$ cat src/rtl/serial_rx_os4_pkg.sv
package serial_rx_os4_pkg;
  typedef enum logic [1:0] {
    FR_IDLE  = 2'd0,
    FR_START = 2'd1,
    FR_DATA  = 2'd2,
    FR_STOP  = 2'd3
  } frame_st_e;
endpackage

$ cat src/rtl/rx_tick_gen.sv
module rx_tick_gen #(
  parameter int DIV_W = 16
) (
  input  logic             clk,
  input  logic             rst_n,
  input  logic [DIV_W-1:0] div_i,
  output logic             tick_o
);
  logic [DIV_W-1:0] cnt_q, cnt_d;
  logic [DIV_W-1:0] div_q;
  logic             restart;
  logic             at_end;

  // A changed divisor clears the count so the new rate starts cleanly
  assign restart = (div_i != div_q);
  assign at_end  = (cnt_q == div_q);
  assign tick_o  = at_end && !restart;

  always_comb begin
    if (restart || at_end) cnt_d = '0;
    else                   cnt_d = cnt_q + 1'b1;
  end

  always_ff @(posedge clk or negedge rst_n) begin
    if (!rst_n) begin
      cnt_q <= '0;
      div_q <= '0;
    end else begin
      cnt_q <= cnt_d;
      div_q <= div_i;
    end
  end
endmodule

$ cat src/rtl/rx_frame_fsm.sv
module rx_frame_fsm
  import serial_rx_os4_pkg::*;
#(
  parameter int DATA_BITS = 8,
  parameter int OSR       = 4
) (
  input  logic                 clk,
  input  logic                 rst_n,
  input  logic                 tick_i,
  input  logic                 line_i,
  input  logic                 fall_i,
  output logic                 done_o,
  output logic                 stop_bad_o,
  output logic [DATA_BITS-1:0] byte_o
);
  localparam int PH_W  = (OSR > 1) ? $clog2(OSR) : 1;
  localparam int BIT_W = (DATA_BITS > 1) ? $clog2(DATA_BITS) : 1;
  localparam logic [PH_W-1:0]  PH_MID  = PH_W'(OSR/2 - 1);
  localparam logic [PH_W-1:0]  PH_LAST = PH_W'(OSR - 1);
  localparam logic [BIT_W-1:0] BIT_LAST = BIT_W'(DATA_BITS - 1);

  frame_st_e            st_q, st_d;
  logic [PH_W-1:0]      ph_q, ph_d;
  logic [BIT_W-1:0]     bit_q, bit_d;
  logic [DATA_BITS-1:0] shf_q, shf_d;
  logic                 done_d, bad_d;

  always_comb begin
    st_d   = st_q;
    ph_d   = ph_q;
    bit_d  = bit_q;
    shf_d  = shf_q;
    done_d = 1'b0;
    bad_d  = 1'b0;
    unique case (st_q)
      FR_IDLE: begin
        if (fall_i) begin
          st_d = FR_START;
          ph_d = '0;
        end
      end
      FR_START: begin
        if (tick_i) begin
          if (ph_q == PH_MID) begin
            ph_d  = '0;
            bit_d = '0;
            st_d  = line_i ? FR_IDLE : FR_DATA;
          end else begin
            ph_d = ph_q + 1'b1;
          end
        end
      end
      FR_DATA: begin
        if (tick_i) begin
          if (ph_q == PH_LAST) begin
            ph_d  = '0;
            shf_d = {line_i, shf_q[DATA_BITS-1:1]};
            if (bit_q == BIT_LAST) st_d = FR_STOP;
            else                   bit_d = bit_q + 1'b1;
          end else begin
            ph_d = ph_q + 1'b1;
          end
        end
      end
      FR_STOP: begin
        if (tick_i) begin
          if (ph_q == PH_LAST) begin
            ph_d   = '0;
            done_d = 1'b1;
            bad_d  = !line_i;
            st_d   = FR_IDLE;
          end else begin
            ph_d = ph_q + 1'b1;
          end
        end
      end
      default: st_d = FR_IDLE;
    endcase
  end

  always_ff @(posedge clk or negedge rst_n) begin
    if (!rst_n) begin
      st_q       <= FR_IDLE;
      ph_q       <= '0;
      bit_q      <= '0;
      shf_q      <= '0;
      done_o     <= 1'b0;
      stop_bad_o <= 1'b0;
    end else begin
      st_q       <= st_d;
      ph_q       <= ph_d;
      bit_q      <= bit_d;
      shf_q      <= shf_d;
      done_o     <= done_d;
      stop_bad_o <= bad_d;
    end
  end

  assign byte_o = shf_q;
endmodule

$ cat src/rtl/rx_byte_queue.sv
module rx_byte_queue #(
  parameter int W     = 8,
  parameter int DEPTH = 4
) (
  input  logic         clk,
  input  logic         rst_n,
  input  logic         push_i,
  input  logic [W-1:0] data_i,
  input  logic         pop_i,
  output logic [W-1:0] head_o,
  output logic         empty_o,
  output logic         full_o,
  output logic         one_left_o,
  output logic         drop_o
);
  localparam int PW = (DEPTH > 1) ? $clog2(DEPTH) : 1;
  localparam int CW = $clog2(DEPTH + 1);
  localparam logic [CW-1:0] CNT_FULL = CW'(DEPTH);
  localparam logic [CW-1:0] CNT_ONE  = CW'(DEPTH - 1);

  logic [W-1:0]  mem [DEPTH];
  logic [PW-1:0] wp_q, wp_d, rp_q, rp_d;
  logic [CW-1:0] cnt_q, cnt_d;
  logic          do_push, do_pop;

  assign empty_o    = (cnt_q == '0);
  assign full_o     = (cnt_q == CNT_FULL);
  assign one_left_o = (cnt_q == CNT_ONE);
  // Fullness is judged before any pop in the same cycle
  assign do_push    = push_i && !full_o;
  assign do_pop     = pop_i && !empty_o;
  assign drop_o     = push_i && full_o;
  assign head_o     = mem[rp_q];

  always_comb begin
    wp_d  = wp_q;
    rp_d  = rp_q;
    cnt_d = cnt_q;
    if (do_push) wp_d = (wp_q == PW'(DEPTH - 1)) ? '0 : wp_q + 1'b1;
    if (do_pop)  rp_d = (rp_q == PW'(DEPTH - 1)) ? '0 : rp_q + 1'b1;
    if (do_push && !do_pop)      cnt_d = cnt_q + 1'b1;
    else if (do_pop && !do_push) cnt_d = cnt_q - 1'b1;
  end

  always_ff @(posedge clk or negedge rst_n) begin
    if (!rst_n) begin
      wp_q  <= '0;
      rp_q  <= '0;
      cnt_q <= '0;
    end else begin
      wp_q  <= wp_d;
      rp_q  <= rp_d;
      cnt_q <= cnt_d;
    end
  end

  generate
    for (genvar gi = 0; gi < DEPTH; gi++) begin : g_slot
      always_ff @(posedge clk) begin
        if (do_push && (wp_q == PW'(gi))) mem[gi] <= data_i;
      end
    end
  endgenerate
endmodule

$ cat src/rtl/serial_rx_os4.sv
module serial_rx_os4 #(
  parameter int DATA_BITS = 8,
  parameter int DIV_W     = 16,
  parameter int OSR       = 4,
  parameter int Q_DEPTH   = 4
) (
  input  logic                 clk,
  input  logic                 rst_n,
  input  logic [DIV_W/2-1:0]   div_lo,
  input  logic [DIV_W/2-1:0]   div_hi,
  input  logic                 rx_line,
  input  logic                 rd_pop,
  input  logic                 err_clr,
  output logic [DATA_BITS-1:0] rd_data,
  output logic                 q_empty,
  output logic                 q_full,
  output logic                 q_one_left,
  output logic                 frame_err,
  output logic                 overrun_err
);
  logic [DIV_W-1:0]     div_w;
  logic                 tick;
  logic                 sync1_q, sync2_q, prev_q;
  logic                 line_fall;
  logic                 push_ev;
  logic                 stop_bad;
  logic [DATA_BITS-1:0] rx_byte;
  logic                 drop_ev;
  logic                 ferr_d, oerr_d;

  assign div_w = {div_hi, div_lo};

  always_ff @(posedge clk or negedge rst_n) begin
    if (!rst_n) begin
      sync1_q <= 1'b1;
      sync2_q <= 1'b1;
      prev_q  <= 1'b1;
    end else begin
      sync1_q <= rx_line;
      sync2_q <= sync1_q;
      prev_q  <= sync2_q;
    end
  end

  assign line_fall = prev_q && !sync2_q;

  rx_tick_gen #(.DIV_W(DIV_W)) u_tick (
    .clk   (clk),
    .rst_n (rst_n),
    .div_i (div_w),
    .tick_o(tick)
  );

  rx_frame_fsm #(.DATA_BITS(DATA_BITS), .OSR(OSR)) u_frame (
    .clk       (clk),
    .rst_n     (rst_n),
    .tick_i    (tick),
    .line_i    (sync2_q),
    .fall_i    (line_fall),
    .done_o    (push_ev),
    .stop_bad_o(stop_bad),
    .byte_o    (rx_byte)
  );

  rx_byte_queue #(.W(DATA_BITS), .DEPTH(Q_DEPTH)) u_queue (
    .clk       (clk),
    .rst_n     (rst_n),
    .push_i    (push_ev),
    .data_i    (rx_byte),
    .pop_i     (rd_pop),
    .head_o    (rd_data),
    .empty_o   (q_empty),
    .full_o    (q_full),
    .one_left_o(q_one_left),
    .drop_o    (drop_ev)
  );

  // Sticky error flags; a new event wins over a clear in the same cycle
  always_comb begin
    ferr_d = err_clr ? 1'b0 : frame_err;
    oerr_d = err_clr ? 1'b0 : overrun_err;
    if (push_ev && stop_bad) ferr_d = 1'b1;
    if (drop_ev)             oerr_d = 1'b1;
  end

  always_ff @(posedge clk or negedge rst_n) begin
    if (!rst_n) begin
      frame_err   <= 1'b0;
      overrun_err <= 1'b0;
    end else begin
      frame_err   <= ferr_d;
      overrun_err <= oerr_d;
    end
  end
endmodule

$ cat config.mk
export PLATFORM = sky130hd
export DESIGN_NAME = serial_rx_os4
export DESIGN_NICKNAME = d
export VERILOG_FILES = /design/src/rtl/serial_rx_os4_pkg.sv /design/src/rtl/rx_tick_gen.sv /design/src/rtl/rx_frame_fsm.sv /design/src/rtl/rx_byte_queue.sv /design/src/rtl/serial_rx_os4.sv
export SDC_FILE = /design/constraint.sdc
export NUM_CORES = 1
export LEC_CHECK = 0
export ABC_AREA = 1
export ABC_CLOCK_PERIOD_IN_PS = 3800
export CAP_MARGIN = 25
export CORE_UTILIZATION = 39
export DETAILED_ROUTE_END_ITERATION = 16
export SLEW_MARGIN = 30
export SYNTH_ARGS = -nofsm -noshare
export SYNTH_HDL_FRONTEND = slang
export SYNTH_HIERARCHICAL = 1
export SYNTH_SLANG_ARGS = --single-unit
$ cat constraint.sdc
create_clock -name clk -period 3.8 [get_ports clk]
set_input_delay 0.76 -clock clk [delete_from_list [all_inputs] [get_ports clk]]
set_output_delay 0.76 -clock clk [all_outputs]
set_load 0.05 [all_outputs]
* After elaboration in Yosys (flattened, before gate mapping) *
Memories as Yosys holds them, arrays and structs flattened.
Cells that the tools add are included.

operators by class
  reductions and logical operators = 34
  $add $sub $neg = 7
  equality and inequality tests = 24
  multiplexer cells = 53

operators by type and width
  cell                                                    number
  2-to-1 mux 2 bit                                        19
  2-to-1 mux 8 bit                                        3
  OR reduction 8 bit                                      3
  2-to-1 mux 3 bit                                        7
  2-to-1 mux 1 bit                                        20
  adder 16 x 1 -> 16 bit (second input constant)          1
  == test 16 bit                                          1
  2-to-1 mux 16 bit                                       1
  inequality test 16 bit                                  1
  == test 2 bit (second input constant)                   6
  logical AND 1 bit                                       12
  inequality test 2 x 1 -> 1 bit (second input constant)  5
  inequality test 2 bit (second input constant)           5
  case mux 2 bit (4 select lines)                         1
  AND reduction 8 bit                                     1
  nonzero test 2 bit                                      4
  adder 2 x 1 -> 2 bit (second input constant)            3
  adder 3 x 1 -> 3 bit (second input constant)            2
  == test 2 x 1 -> 1 bit (second input constant)          3
  == test 3 bit (second input constant)                   2
  zero test 1 bit                                         6
  case mux 2 bit (3 select lines)                         1
  case mux 3 bit (2 select lines)                         1
  AND reduction 3 bit                                     2
  7 further kinds                                         8

storage, ports and cells
  memory bits (writable) = 32
  output and inout port bits = 13
  word-level logic and storage cells = 135
  bits of input ports = 21
  memories = 1
  flip-flop bits (word level) = 61

memories
  memory       depth  width  read ports  clocked after memory_dff  wr ports  line                 text
  u_queue.mem  4      8      1           0                         1         rx_byte_queue.sv:21  logic [W-1:0] mem [DEPTH];

* Longest topological paths before layout *
  depth in word-level cells = 10
  gate-level depth with buffers = 13
  depth with buffers taken out = 13

* Modules after synthesis *
Netlist, hierarchy kept.

by module, submodules not included
  module         cells an instance  area each (sq um)  sequential area each (sq um)  instances
  rx_tick_gen    230                1793.0             800.8                         1
  rx_byte_queue  157                1774.2             1136.1                        1
  rx_frame_fsm   99                 887.1              425.4                         1
  serial_rx_os4  14                 162.7              128.9                         1

* Worst setup path after synthesis *
Ideal clock, no wire load.

  path kind = flip-flop to output port
  from = register u_queue.cnt_q[0]
  to = output q_one_left
  buffers on the path = 0
  setup slack = 1.501 ns
  arrival time = 1.539 ns
  required time = 3.040 ns
  stages on the path, launching flop included = 3
  path through = dfrtp_1 -> inv_2 -> nor3_1

between the ends
  longest elaborated chain between the ends = 1

ends and longest elaborated chain
  item                      line                 text
  start: declaration        rx_byte_queue.sv:23  logic [CW-1:0] cnt_q, cnt_d;
  start signal: assignment  rx_byte_queue.sv:53  cnt_q <= cnt_d;
  == test 3 x 2 -> 1 bit    rx_byte_queue.sv:28  assign one_left_o = (cnt_q == CNT_ONE);
  end: declaration          serial_rx_os4.sv:17  output logic q_one_left,

Every way passes these cells.

* Final worst setup path *
  from = register u_queue.rp_q[1]
  to = output rd_data[3]

between the ends
  longest elaborated chain between the ends = 1

ends and longest elaborated chain
  item                      line                 text
  start: declaration        rx_byte_queue.sv:22  logic [PW-1:0] wp_q, wp_d, rp_q, rp_d;
  start signal: assignment  rx_byte_queue.sv:52  rp_q <= rp_d;
  memory read (4 x 8 bit)   -
  end: declaration          serial_rx_os4.sv:14  output logic [DATA_BITS-1:0] rd_data,

Every way passes these cells.

==> impl_summary.log <==
INFO  metric layout-drive-gt1-share = 12.0%
INFO  metric timing.final.max_slew_violations = 0
INFO  metric min_tclk_post_route = a little under 3 ns
INFO  metric clk_transition_reported_paths = ~0.070 ns
INFO  metric p_sw_share = a little over a third
INFO  metric pre_cts_ws = between 0.5 and 0.6 ns
INFO  metric synthesis.area = about 4600 µm²
INFO  metric maxCapViolations = 0
INFO  metric path_delay_family = buffers and inverters
INFO  metric number_of_global_route_vias_before_repair = 2992
INFO  metric worst-endpoint-required = just over 3 ns
INFO  metric cp_cell_sequence = inv_1, o211ai_1, nand2_1, clkdlybuf4s50_1
INFO  metric grt_setup_unrepaired = false
INFO  metric achievable_clock_frequency = 0.337 GHz
INFO  metric postLayoutSetupSlackWorst = a little over 0.8 ns
INFO  metric top_area_cell_type_share_of_the_netlist_area = 31.4%
INFO  metric layout_worst_path_cycle_share = ~78%
INFO  metric place.detailed.hpwl = about 5600 µm
INFO  metric die_width = 111 µm
INFO  metric placement.io_buffers = 33
INFO  metric power_density = 521 nW/µm²
INFO  metric part_of_the_yosys_area_used_for_sequential_elements = 54.0%
INFO  metric route.final.wire_length = 7780 µm
INFO  metric syn_to_final_growth = 15.4%
INFO  metric first_iter_violations = 117
INFO  metric worstPathBufferInverterCount = 2
INFO  metric yosysWarningCount = 6
INFO  metric die_height = 111 µm
INFO  metric clk_latency = between 0.3 and 0.4 ns
INFO  metric fp.coreArea = around 11000 µm²
INFO  metric global_route_wire_length_before_repair = between 10000 and 15000 µm
INFO  metric clock_sink_count = 93
INFO  metric diodes = 0
INFO  metric root_buffer = sky130_fd_sc_hd__clkbuf_16
INFO  metric timing.final.setup_violations = 0
INFO  metric most_common_cell_after_layout_fill_and_taps_aside = sky130_fd_sc_hd__nand2_1
INFO  metric setup.reg_to_reg.worst_slack = 1.40 ns
INFO  metric switching_power = approximately 0.97 mW
INFO  metric clock_tree_from_tritoncts = done
INFO  metric post_cts_resize_count = 0
INFO  metric design.final.nets = between 500 and 600
INFO  metric route.detailed.drc = 0
INFO  metric ys_types = 31
INFO  metric grt.overflow.total = 0
INFO  metric avgSynthCellArea = slightly above 9 µm²
INFO  metric cell_internal_pwr = about 1.8 mW
INFO  metric synth_nets = ~530
INFO  metric criticalPathCategory = reg2out
INFO  metric via_count = approximately 3100
INFO  metric firstDrtPassIters = 5
INFO  metric worst_path_max_fanout = 11
INFO  metric data_arrival_time_of_the_critical_path = between 2 and 2.5 ns
INFO  metric floorplan.io_pins = 34
INFO  metric route.detailed.vias_per_inst = 4.57
INFO  metric cts_setup_buffers = 0
INFO  metric number_of_antenna_violations_at_the_first_check_in_global_routing = 0
INFO  metric end_kind = output pin
INFO  metric crit_path_max_incr_delay = roughly 0.8 ns
INFO  metric leakage = about 2.4 nW
INFO  metric placementRows = 39
INFO  metric gate_count_of_the_mapped_netlist = 500
INFO  metric layout.cells.most_common_list = sky130_fd_sc_hd__nand2_1 (142), sky130_fd_sc_hd__inv_1 (79), sky130_fd_sc_hd__dfrtp_1 (58)
INFO  metric combPwrFrac = between 20 and 30%
INFO  metric clock_power_share = a little under a third
INFO  metric track_usage = between 10 and 15%
INFO  metric routed_wire_length_per_instance = 11.3 µm
INFO  metric final.setup_skew = between 0.004 and 0.005 ns
INFO  metric outcome = finished clean
INFO  metric ys_top_cells_by_area = sky130_fd_sc_hd__dfrtp_1 (31%), sky130_fd_sc_hd__edfxtp_1 (21%), sky130_fd_sc_hd__nand2_1 (12%), sky130_fd_sc_hd__inv_1 (6.4%), sky130_fd_sc_hd__nor2_1 (3.6%)
INFO  metric ctsHoldBuffers = 0
INFO  metric initial_core_util = 40.3%
INFO  metric final.setup.tns = 0 ns
INFO  metric floorplan.die_area = 12300 µm²
INFO  metric netlist.top_cell.by_area = sky130_fd_sc_hd__dfrtp_1
INFO  metric seq_power_share = 41.5%
INFO  metric ir_drop = ~0.36 mV
INFO  metric hold_viol = 0
INFO  metric cts.path.max_buffers = 2
INFO  metric cp_max_delay_cell = sky130_fd_sc_hd__clkdlybuf4s50_1
INFO  metric place_congestion = about 0.79
INFO  metric yosys_register_bits = just over 90
INFO  metric worst_max_slew_pin_slew = between 0.7 and 0.8 ns
INFO  metric grt_start_max_net_pins = 43
INFO  metric worstSetupStartpointType = register
INFO  metric cts_max_level = 3
INFO  metric drtAntennaViolNets = 0
INFO  metric numCtsBuffers = 9
INFO  metric relSlewSlack = a little under half
INFO  metric holdCritPathClass = reg2reg
-- state kept, by name, indices dropped and copies added (netlist names), named ones only --
| signal | count |
|---|---|
| u_queue/mem | 32 |
| u_tick/cnt_q | 16 |
| u_tick/div_q | 16 |
| u_frame/byte_o | 8 |
| u_frame/bit_q | 3 |
| u_queue/cnt_q | 3 |
| u_frame/ph_q | 2 |
| u_queue/rp_q | 2 |
| u_queue/wp_q | 2 |
| frame_err | 1 |
| overrun_err | 1 |
| prev_q | 1 |
| sync1_q | 1 |
| sync2_q | 1 |
| u_frame/done_o | 1 |
| u_frame/st_q | 1 |
| u_frame/stop_bad_o | 1 |
-- cell type report --
type	count	area, µm²
fill	1067	6140
multi-input combinational	314	1710
tap	143	179
timing repair buffer	35	340
inverter	85	320
sequential	93	2490
clock inverter	7	62.6
clock buffer	9	225
-- power groups by stage --
stage	logic [mW]	clock network (mW)	registers [mW]
6_report	0.766	0.860	1.15
5_1_grt	0.846	0.922	1.16
4_1_cts	0.776	0.887	1.15
3_5_place_dp	0.775	0	1.17
3_3_place_gp	0.758	0	1.17
2_1_floorplan	0.627	0	1.14
-- kinds of logic (layout without fill, tap and decap cells) --
family          after synthesis  after routing  synth area share [%]
simple gates                239            239                  22.8
flops                        93             93                  54.0
buf+inv                      93            136                  9.00
compound gates               35             35                  5.39
xor+xnor                     27             27                  5.12
fa+ha+maj                    13             13                  3.69
-- synthesized netlist by cell type (all sizes together) --
cell    instances
xnor2          14
nor2           59
nand4           4
edfxtp         32
fa              1
dfstp           3
a21oi           4
dfrtp          58
nand2         149
o21ai          15
inv            83
ha             12
nand3          20
clkinv          2
nor3            6
or2             1
o211ai         16
buf             8
xor2           13
-- routing by layer --
metal,track usage [%],vias up,routed length (µm)
met5,0,-,0
met4,5.16,0,65
met3,3.28,4,201
met2,23.4,34,3890
met1,17.6,1463,3630
li1,-,1634,-
-- final timing paths --
kind                            depth (start not counted)              end       startpoint
worst max-delay path                                    4       rd_data[3]  u_queue/rp_q[1]
worst min-delay path                                    0          sync2_q          sync1_q
worst max register to register                         13         register  u_tick/cnt_q[2]
worst min register to register                          0          sync2_q          sync1_q
max in group asynchronous                               2           prev_q            rst_n
min in group asynchronous                               1  u_tick/div_q[8]            rst_n
-- through the flow --
stage	utilization [%]	cells	power (mW)	hold slack [ns]	area, µm²
after floorplan	-	500	1.76	0.345	4620
after global placement	44.0	670	1.93	0.347	5040
after detailed placement	44.0	670	1.94	0.349	5040
after CTS	46.5	686	2.81	0.359	5330
after global routing	46.5	686	2.93	0.360	5330
final	46.5	686	2.78	0.358	5330
No activity file was read; power rests on OpenSTA's default activity.
